### src/rtl/serial_cfg_pkg.sv
`timescale 1ns/1ps
// Package: shared defaults and helpers for the serial configuration receiver.
// Assumes: widths stay at or below 32 bits so masks fit in a 32-bit result.
package serial_cfg_pkg;

    localparam int unsigned DEF_DATA_W   = 14;
    localparam int unsigned DEF_ADDR_W   = 4;
    localparam int unsigned DEF_SYNC_N   = 2;
    localparam int unsigned DEF_WIDE_CNT = 12;
    localparam int unsigned DEF_NARROW_W = 8;

    // Build a mask with the low 'keep' bits set.
    function automatic logic [31:0] low_mask(input int unsigned keep);
        logic [31:0] m;
        m = '0;
        for (int unsigned b = 0; b < 32; b++) begin
            if (b < keep) m[b] = 1'b1;
        end
        return m;
    endfunction

endpackage

### src/rtl/serial_cfg_sync.sv
`timescale 1ns/1ps
// Module: serial_cfg_sync
// Multi-stage synchronizer for a group of asynchronous single-bit inputs.
// Assumes: each bit is independent. The bits are not coherent as a bus.
// The reset value is chosen per bit so that no false edge appears after reset.
module serial_cfg_sync #(
    parameter int unsigned WIDTH    = 3,
    parameter int unsigned STAGES   = 2,
    parameter logic [WIDTH-1:0] RST_VAL = '0
) (
    input  logic             clk,
    input  logic             rst_n,
    input  logic [WIDTH-1:0] async_in,
    output logic [WIDTH-1:0] sync_out
);

    logic [WIDTH-1:0] stage_q [STAGES];

    // Shift the raw inputs through the synchronizer stages.
    always_ff @(posedge clk) begin
        if (!rst_n) begin
            for (int s = 0; s < int'(STAGES); s++) stage_q[s] <= RST_VAL;
        end else begin
            stage_q[0] <= async_in;
            for (int s = 1; s < int'(STAGES); s++) stage_q[s] <= stage_q[s-1];
        end
    end

    assign sync_out = stage_q[STAGES-1];

endmodule

### src/rtl/serial_cfg_shifter.sv
`timescale 1ns/1ps
// Module: serial_cfg_shifter
// Detects edges on the synchronized serial clock and chip select, shifts
// bits in MSB first while selected, and counts them. On the chip-select
// rising edge it issues either a write strobe (count equals the frame length)
// or an error strobe (any other count).
// Assumes: inputs are already synchronized to clk, and clk is at least 4x the
// serial clock, so every serial level lasts two or more clk cycles.
module serial_cfg_shifter #(
    parameter int unsigned DATA_W = 14,
    parameter int unsigned ADDR_W = 4
) (
    input  logic              clk,
    input  logic              rst_n,
    input  logic              s_clk,
    input  logic              s_csn,
    input  logic              s_dat,
    output logic              wr_stb,
    output logic [ADDR_W-1:0] wr_addr,
    output logic [DATA_W-1:0] wr_data,
    output logic              frame_err
);

    localparam int unsigned FRAME_LEN = DATA_W + ADDR_W;
    localparam int unsigned CNT_MAX   = FRAME_LEN + 1;
    localparam int unsigned CNT_W     = $clog2(CNT_MAX + 1);

    logic                 clk_d;
    logic                 csn_d;
    logic                 clk_rise;
    logic                 csn_rise;
    logic [FRAME_LEN-1:0] shreg;
    logic [CNT_W-1:0]     bit_cnt;

    assign clk_rise = s_clk & ~clk_d;
    assign csn_rise = s_csn & ~csn_d;

    // Keep last-cycle copies of serial clock and chip select for edge detection.
    always_ff @(posedge clk) begin
        if (!rst_n) begin
            clk_d <= 1'b0;
            csn_d <= 1'b1;
        end else begin
            clk_d <= s_clk;
            csn_d <= s_csn;
        end
    end

    // Shift one bit in on each serial clock rise while selected.
    always_ff @(posedge clk) begin
        if (!rst_n) begin
            shreg <= '0;
        end else if (!s_csn && clk_rise) begin
            shreg <= {shreg[FRAME_LEN-2:0], s_dat};
        end
    end

    // Count bits in the frame, saturating one above the frame length. Clear while deselected.
    always_ff @(posedge clk) begin
        if (!rst_n) begin
            bit_cnt <= '0;
        end else if (s_csn) begin
            bit_cnt <= '0;
        end else if (clk_rise && bit_cnt != CNT_W'(CNT_MAX)) begin
            bit_cnt <= bit_cnt + 1'b1;
        end
    end

    // Make the load or error pulse on the chip-select rise, and decode the fields there.
    always_ff @(posedge clk) begin
        if (!rst_n) begin
            wr_stb    <= 1'b0;
            frame_err <= 1'b0;
            wr_addr   <= '0;
            wr_data   <= '0;
        end else begin
            wr_stb    <= 1'b0;
            frame_err <= 1'b0;
            if (csn_rise) begin
                if (bit_cnt == CNT_W'(FRAME_LEN)) begin
                    wr_stb  <= 1'b1;
                    wr_addr <= shreg[ADDR_W-1:0];
                    wr_data <= shreg[FRAME_LEN-1:ADDR_W];
                end else begin
                    frame_err <= 1'b1;
                end
            end
        end
    end

    // the write strobe lasts a single cycle.
    assert_single_stb_R6: assert property (@(posedge clk) disable iff (!rst_n)
        wr_stb |=> !wr_stb);

    // a frame is either committed or rejected, never both.
    assert_stb_err_excl_R5: assert property (@(posedge clk) disable iff (!rst_n)
        !(wr_stb && frame_err));

    // the error strobe lasts a single cycle.
    assert_single_err_R5: assert property (@(posedge clk) disable iff (!rst_n)
        frame_err |=> !frame_err);

    // the counter is zero after any cycle spent deselected.
    assert_cnt_clear_R7: assert property (@(posedge clk) disable iff (!rst_n)
        $past(s_csn) |-> (bit_cnt == '0));

    // the shift register holds while chip select stays high.
    assert_ignore_deselected_R3: assert property (@(posedge clk) disable iff (!rst_n)
        (s_csn && $past(s_csn)) |-> $stable(shreg));

    // the counter never passes its saturation value.
    assert_cnt_bound_R5: assert property (@(posedge clk) disable iff (!rst_n)
        bit_cnt <= CNT_W'(CNT_MAX));

endmodule

### src/rtl/serial_cfg_bank.sv
`timescale 1ns/1ps
// Module: serial_cfg_bank
// Register bank that the write strobe updates. The top WIDE_CNT-th and later
// registers keep only the low NARROW_W bits. The rest of the incoming field is
// dropped.
// Assumes: wr_addr and wr_data are valid only in the cycle wr_stb is high.
module serial_cfg_bank #(
    parameter int unsigned DATA_W   = 14,
    parameter int unsigned ADDR_W   = 4,
    parameter int unsigned WIDE_CNT = 12,
    parameter int unsigned NARROW_W = 8
) (
    input  logic                             clk,
    input  logic                             rst_n,
    input  logic                             wr_stb,
    input  logic [ADDR_W-1:0]                wr_addr,
    input  logic [DATA_W-1:0]                wr_data,
    output logic [(1<<ADDR_W)*DATA_W-1:0]    cfg_regs
);

    import serial_cfg_pkg::*;

    localparam int unsigned NUM_REGS = 1 << ADDR_W;

    for (genvar gi = 0; gi < int'(NUM_REGS); gi++) begin : g_reg
        localparam int unsigned KEEP = (gi >= int'(WIDE_CNT)) ? NARROW_W : DATA_W;
        localparam logic [31:0] MASK32 = low_mask(KEEP);
        localparam logic [DATA_W-1:0] MASK = MASK32[DATA_W-1:0];

        logic [DATA_W-1:0] r_q;

        // Store the masked data field when this register is addressed.
        always_ff @(posedge clk) begin
            if (!rst_n) begin
                r_q <= '0;
            end else if (wr_stb && wr_addr == ADDR_W'(gi)) begin
                r_q <= wr_data & MASK;
            end
        end

        assign cfg_regs[gi*DATA_W +: DATA_W] = r_q;

        if (KEEP < DATA_W) begin : g_narrow
            // unused upper bits of a narrow register stay zero.
            assert_narrow_upper_R8: assert property (@(posedge clk) disable iff (!rst_n)
                (r_q & ~MASK) == '0);
        end
    end

    // the bank holds all its contents unless a write strobe came in.
    assert_hold_R10: assert property (@(posedge clk) disable iff (!rst_n)
        !$past(wr_stb) |-> $stable(cfg_regs));

endmodule

### src/rtl/serial_cfg_rx.sv
`timescale 1ns/1ps
// Module: serial_cfg_rx (top)
// Three-wire serial register-write receiver. It synchronizes the serial
// inputs, assembles data-then-address frames, and writes them into the bank
// when chip select rises.
// Assumes: clk is at least 4x the serial clock.
module serial_cfg_rx #(
    parameter int unsigned DATA_W   = serial_cfg_pkg::DEF_DATA_W,
    parameter int unsigned ADDR_W   = serial_cfg_pkg::DEF_ADDR_W,
    parameter int unsigned SYNC_N   = serial_cfg_pkg::DEF_SYNC_N,
    parameter int unsigned WIDE_CNT = serial_cfg_pkg::DEF_WIDE_CNT,
    parameter int unsigned NARROW_W = serial_cfg_pkg::DEF_NARROW_W
) (
    input  logic                          clk,
    input  logic                          rst_n,
    input  logic                          ser_clk,
    input  logic                          ser_csn,
    input  logic                          ser_dat,
    output logic [(1<<ADDR_W)*DATA_W-1:0] cfg_regs,
    output logic                          wr_stb,
    output logic [ADDR_W-1:0]             wr_addr,
    output logic [DATA_W-1:0]             wr_data,
    output logic                          frame_err
);

    logic [2:0] sync_v;

    // Bit order: [2] data, [1] chip select (resets high), [0] clock.
    serial_cfg_sync #(
        .WIDTH   (3),
        .STAGES  (SYNC_N),
        .RST_VAL (3'b010)
    ) sync_i (
        .clk      (clk),
        .rst_n    (rst_n),
        .async_in ({ser_dat, ser_csn, ser_clk}),
        .sync_out (sync_v)
    );

    serial_cfg_shifter #(
        .DATA_W (DATA_W),
        .ADDR_W (ADDR_W)
    ) shift_i (
        .clk       (clk),
        .rst_n     (rst_n),
        .s_clk     (sync_v[0]),
        .s_csn     (sync_v[1]),
        .s_dat     (sync_v[2]),
        .wr_stb    (wr_stb),
        .wr_addr   (wr_addr),
        .wr_data   (wr_data),
        .frame_err (frame_err)
    );

    serial_cfg_bank #(
        .DATA_W   (DATA_W),
        .ADDR_W   (ADDR_W),
        .WIDE_CNT (WIDE_CNT),
        .NARROW_W (NARROW_W)
    ) bank_i (
        .clk      (clk),
        .rst_n    (rst_n),
        .wr_stb   (wr_stb),
        .wr_addr  (wr_addr),
        .wr_data  (wr_data),
        .cfg_regs (cfg_regs)
    );

endmodule

### config.mk
export PLATFORM = sky130hd
export DESIGN_NAME = serial_cfg_rx
export DESIGN_NICKNAME = d
export VERILOG_FILES = /design/src/rtl/serial_cfg_pkg.sv /design/src/rtl/serial_cfg_sync.sv /design/src/rtl/serial_cfg_shifter.sv /design/src/rtl/serial_cfg_bank.sv /design/src/rtl/serial_cfg_rx.sv
export SDC_FILE = /design/constraint.sdc
export NUM_CORES = 1
export LEC_CHECK = 0
export BUFFER_PORTS_ARGS = -buffer_cell sky130_fd_sc_hd__clkbuf_2
export CAP_MARGIN = 20
export CORE_ASPECT_RATIO = 0.75
export CORE_MARGIN = 3
export CORE_UTILIZATION = 30
export CTS_CLUSTER_DIAMETER = 50
export CTS_CLUSTER_SIZE = 14
export DETAILED_ROUTE_END_ITERATION = 6
export PLACE_DENSITY = 0.48
export SLEW_MARGIN = 20
export SYNTH_ARGS = -nofsm -noshare
export SYNTH_HDL_FRONTEND = slang
export SYNTH_SLANG_ARGS = --single-unit
### constraint.sdc
create_clock -name clk -period 1.9 [get_ports clk]
set_input_delay 0 -clock clk [delete_from_list [all_inputs] [get_ports clk]]
set_output_delay 0 -clock clk [all_outputs]
set_load 0.005 [all_outputs]
### Word-level counts from Yosys, hierarchy flattened

Memories as Yosys holds them, arrays and structs flattened.
Cells that the tools add are included.

| cells by class | value |
|---|---|
| div/mod/pow operators | 0 |
| add/sub/neg operators | 1 |
| muxes and demuxes | 6 |
| multipliers | 0 |
| reduce and logical (&&, ||, !) cells | 23 |
| shifts and indexed selects | 0 |
| magnitude comparators | 0 |
| bitwise operators | 7 |
| eq/ne operators | 17 |

Operators with widths:

| kind | number |
|---|---|
| 4-bit == test, second input constant | 8 |
| 1-bit logical AND | 18 |
| 4-bit by 3-bit == test with 1-bit output, second input constant | 4 |
| 4-bit by 2-bit == test with 1-bit output, second input constant | 2 |
| 3-bit two-way mux | 2 |
| 5-bit by 1-bit adder with 5-bit output, second input constant | 1 |
| 5-bit == test, second input constant | 1 |
| 5-bit != test, second input constant | 1 |
| 4-bit by 1-bit == test with 1-bit output, second input constant | 1 |
| 4-bit zero test | 1 |
| 1-bit two-way mux | 4 |
| 2-bit AND reduction | 2 |
| 1-bit inverter | 3 |
| 1-bit AND | 2 |
| 1-bit OR | 2 |
| 2-bit OR reduction | 1 |
| 1-bit zero test | 1 |

| storage, ports and cells | value |
|---|---|
| logic and storage cells | 79 |
| memories | 1 |
| memory bits (writable) | 6 |
| flip-flop bits (word level) | 245 |
| bits in read-only memories | 0 |
| output and inout port bits | 244 |
| input port bits | 5 |
| latch bits | 0 |

Memories:

| memory | depth | width | read ports | clocked after Yosys merged registers in | write ports | line | text |
|---|---|---|---|---|---|---|---|
| sync_i.stage_q | 2 | 3 | 2 | 0 | 2 | serial_cfg_sync.sv:17 | `logic [WIDTH-1:0] stage_q [STAGES];` |

### Depth between registers and ports, before layout

| logic depth | value |
|---|---|
| depth after elaboration | 3 |
| depth in mapped cells | 6 |
| depth with buffers taken out | 4 |

### Hierarchy

From an unflattened synthesis, not the netlist that was laid out.

| second synthesis, totals | value |
|---|---|
| cell total of the unflattened synthesis | 932 |
| area, all modules | 9390.3 sq um |

Modules (own cells, without submodules):

| module | instances | cells each | area each (sq um) | sequential area each (sq um) |
|---|---|---|---|---|
| serial_cfg_bank | 1 | 719 | 7400.8 | 4003.8 |
| serial_cfg_shifter | 1 | 198 | 1809.2 | 900.9 |
| serial_cfg_sync | 1 | 15 | 180.2 | 120.1 |

### Worst setup path before layout

Ideal clock, no wire load.

| path | value |
|---|---|
| path kind | register -> register |
| from | reg shift_i.wr_addr[3] |
| to | reg bank_i.g_reg[6].r_q[7] |
| setup slack | 0.420 ns |
| library setup time | 0.073 ns |
| period minus slack after synthesis | 1.480 ns |
| data required time | 1.827 ns |
| cell stages (with the launch flop) | 6 |
| arrival time | 1.407 ns |
| path buffers | 2 |
| cells stage by stage | dfxtp_1 -> buf_2 -> nand2b_1 -> nor2_1 -> buf_4 -> mux2i_1 |

| between the ends | value |
|---|---|
| cells in the longest elaborated chain, start to end | 2 |

Ends and longest elaborated chain:

| what | line | text |
|---|---|---|
| from (decl) | serial_cfg_shifter.sv:19 | `output logic [ADDR_W-1:0] wr_addr,` |
| from (signal assigned) | serial_cfg_shifter.sv:82 | `wr_addr <= shreg[ADDR_W-1:0];` |
| 4-bit by 3-bit == test with 1-bit output | serial_cfg_bank.sv:36 | `end else if (wr_stb && wr_addr == ADDR_W'(gi)) begin` |
| 1-bit logical AND | serial_cfg_bank.sv:36 |  |
| to (signal assigned) | serial_cfg_bank.sv:37 | `r_q <= wr_data & MASK;` |
| to (decl) | serial_cfg_bank.sv:30 | `logic [DATA_W-1:0] r_q;` |

No other way between the ends.
A chain may end at the register's enable or synchronous reset.

### Final worst setup path

| path | value |
|---|---|
| from | reg shift_i.wr_addr[3] |
| to | reg bank_i.g_reg[10].r_q[10] |

| between the ends | value |
|---|---|
| cells in the longest elaborated chain, start to end | 2 |

Ends and longest elaborated chain:

| what | line |
|---|---|
| 4-bit == test | serial_cfg_bank.sv:36 |
| 1-bit logical AND | serial_cfg_bank.sv:36 |
| to (signal assigned) | serial_cfg_bank.sv:37 |
| to (decl) | serial_cfg_bank.sv:30 |

No other way between the ends.

==> results.ini <==
[cells_and_area]
area_growth_pct=28.2
drive_above_1_share=0.282
fin_nets=1158
final_core_util=0.398
design_area_um2=11800
n_fill_cell=2970
num_antenna_cells=0
final_cells=1564

[route]
drc_errors=0
routedWlPerCell_um=18.5
drtPass1Iterations=4
wl_mm=28.9
drt_iter0_markers=393
viasPerCell=4.43
vias=6923
final_antenna_net_count=0

[floorplan]
dieArea_um2=32900
fp.coreArea_um2=29700
dieWidth_um=208
io_pins=249
rows=54
die_h_um=158
initial_core_util=0.311

[clocking]
clockRootBuffer=clkbuf_16
numCtsBuffers=28
post_cts_resize_count=0
clockBufferDepth=3
cts_setup_buffers=0
cts_sinks=251
htree_num_levels=1
clk_pin_slew_ps=60
clock_latency_ps=540
cts_tree=yes
holdBufCountCts=5

[sta]
relSlewSlack=0.583
fin_skew_ps=10.3
grt_setup_unrepaired=false
fin_ws_ps=340
fin_crit_sh=0.821
worst-slew-pin-transition_ps=625
clock.fmax_mhz=641
hold_viol=0
drv_slew=0
min_period_ps=1560
setup_tns_ps=0
setup_viol_count_final=0
whs_ps=209

[power_and_ir_drop]
p_leak_nw=5.19
total_power_mw=11.0
power_frac_seq=0.481
p_per_area_nw_per_um2=927
combinationalPowerShare=0.013
swShare=0.221
vdd_drop_max_mv=0.409
p_clk_frac=0.506
p_int_mw=8.54
power_switching_mw=2.42

[setup_path]
required_ps=2360
startpoint=shift_i.wr_addr[3]
crit_path_start_kind=flip-flop
cp-end-kind=flip-flop
crit_type=reg -> reg
cp.arrival_ps=2020
cp_max_fo=11
r2r-start=shift_i.wr_addr[3]

[placed_design]
dp_hpwl_mm=19.7
pre_cts_ws_ps=367
placed_cells=1508
io_buffers=224
gp_congestion=0.756
placed_cell_area_um2=10800

[synthesis]
synth_edf_count=0
ys.flop_type=dfxtp_1
synthArstFlopShare=0
ys.warnings.count=0
synth.avg_cell_area_um2=10.1
yosysUniqueCellTypes=30
synthesis.area_um2=9220
ys_seq_area_frac=0.545
ys_seq_elements=251
syn_inst=913

[min_path]
min_path_type=in -> reg
worstHoldStart=ser_clk

[global_route]
grt_antenna_before_repair=0
grt_usage=0.171
grt_max_degree=79
first_global_vias=6847
grt_first_pass_wirelength_mm=43.6
grt-ovfl-total=0

[flow_run]
cap_violations=0

[status]
status=finished, final reports clean

==> critical path: stages, from the launching register on <==
cell	delay (ps)
dfxtp_1	500
nand2b_1	200
nor2_2	390
buf_12	210
mux2i_1	190
==> logic make-up (layout without fill, tap and decap cells) <==
kind of cell             Yosys count  in the layout  synth area share
XOR/XNOR                           1              1          0.000950
other                              1             24          0.000407
AO/OA/AOI/OAI                     27             27            0.0147
buffers and inverters             92            328            0.0547
adder cells (fa/ha/maj)            2              2           0.00271
multiplexers                     218            218             0.237
AND/OR/NAND/NOR                  321            321             0.145
flip-flops                       251            251             0.545
==> synthesized netlist by cell type, drive strengths merged, types with 3 or more instances <==
library cell	instances	area (µm²)
o21ai	4	20.0
buf	51	350
mux2i	218	2180
nor2	10	57.6
nand2	276	1040
nor3b	3	27.5
a21oi	23	115
and2	6	37.5
clkbuf	39	146
nand2b	7	43.8
nand3b	4	33.8
or3	7	43.8
dfxtp	251	5020
==> sequential cells by signal, summed over array words and instances (netlist names) <==
register,cells
shift_i.wr_addr,4
shift_i.frame_err,1
shift_i.bit_cnt,5
shift_i.wr_data,14
sync_i.stage_q,6
shift_i.wr_stb,1
shift_i.csn_d,1
bank_i.g.r_q,200
shift_i.clk_d,1
shift_i.shreg,18
==> layout by cell type (no fill, tap or decap), types with 2 or more instances in the layout <==
cell	instances
clkinv_2	6
clkbuf_16	29
ha_1	2
nand3b_1	3
clkinv_4	4
dfxtp_1	251
or3_1	7
buf_12	4
buf_4	42
inv_8	2
bufinv_16	3
nand2b_1	7
and3_1	2
inv_6	2
nand2_1	276
mux2i_1	218
and2_1	6
clkbuf_1	3
a21oi_1	23
conb_1	24
nand3_1	2
clkbuf_2	223
nor2_2	9
o21ai_0	4
dlygate4sd3_1	5
nor3b_1	2
clkinvlp_4	2
==> metal layers <==
| layer | vias to the layer above | global-route usage | wire, µm |
|---|---|---|---|
| li1 | 3441 | - | - |
| met1 | 3295 | 0.232 | 13700 |
| met2 | 144 | 0.276 | 13100 |
| met3 | 43 | 0.0361 | 1360 |
| met4 | 0 | 0.0475 | 783 |
| met5 | - | 0 | 0 |
==> worst paths after layout <==
| kind | endpoint | slack, ps | cells after the start |
|---|---|---|---|
| max | bank_i.g_reg[10].r_q[10] | 340 | 4 |
| min reg2reg | sync_i.stage_q[0][4] | 400 | 1 |
| max reg2reg | bank_i.g_reg[10].r_q[10] | 340 | 4 |
| min | sync_i.stage_q[0][0] | 210 | 3 |
==> power groups by stage <==
| stage | combinational (mW) | clock [mW] | sequential (mW) |
|---|---|---|---|
| after floorplan | 0.128 | 0 | 5.39 |
| after global placement | 0.137 | 0 | 5.39 |
| after detailed placement | 0.137 | 0 | 5.39 |
| after CTS | 0.145 | 5.70 | 5.27 |
| after global routing | 0.161 | 5.93 | 5.27 |
| final | 0.144 | 5.54 | 5.27 |
==> cell type report <==
type                       instances  area (µm²)  area share
tap                              392         490      0.0415
sequential                       251        5020       0.425
clock inverter                    19         210      0.0178
inverter                           2        7.51    0.000635
clock buffer                      32         737      0.0624
timing repair buffer             275        1570       0.133
multi-input combinational        593        3780       0.320
No activity file was read; power rests on OpenSTA's default activity.
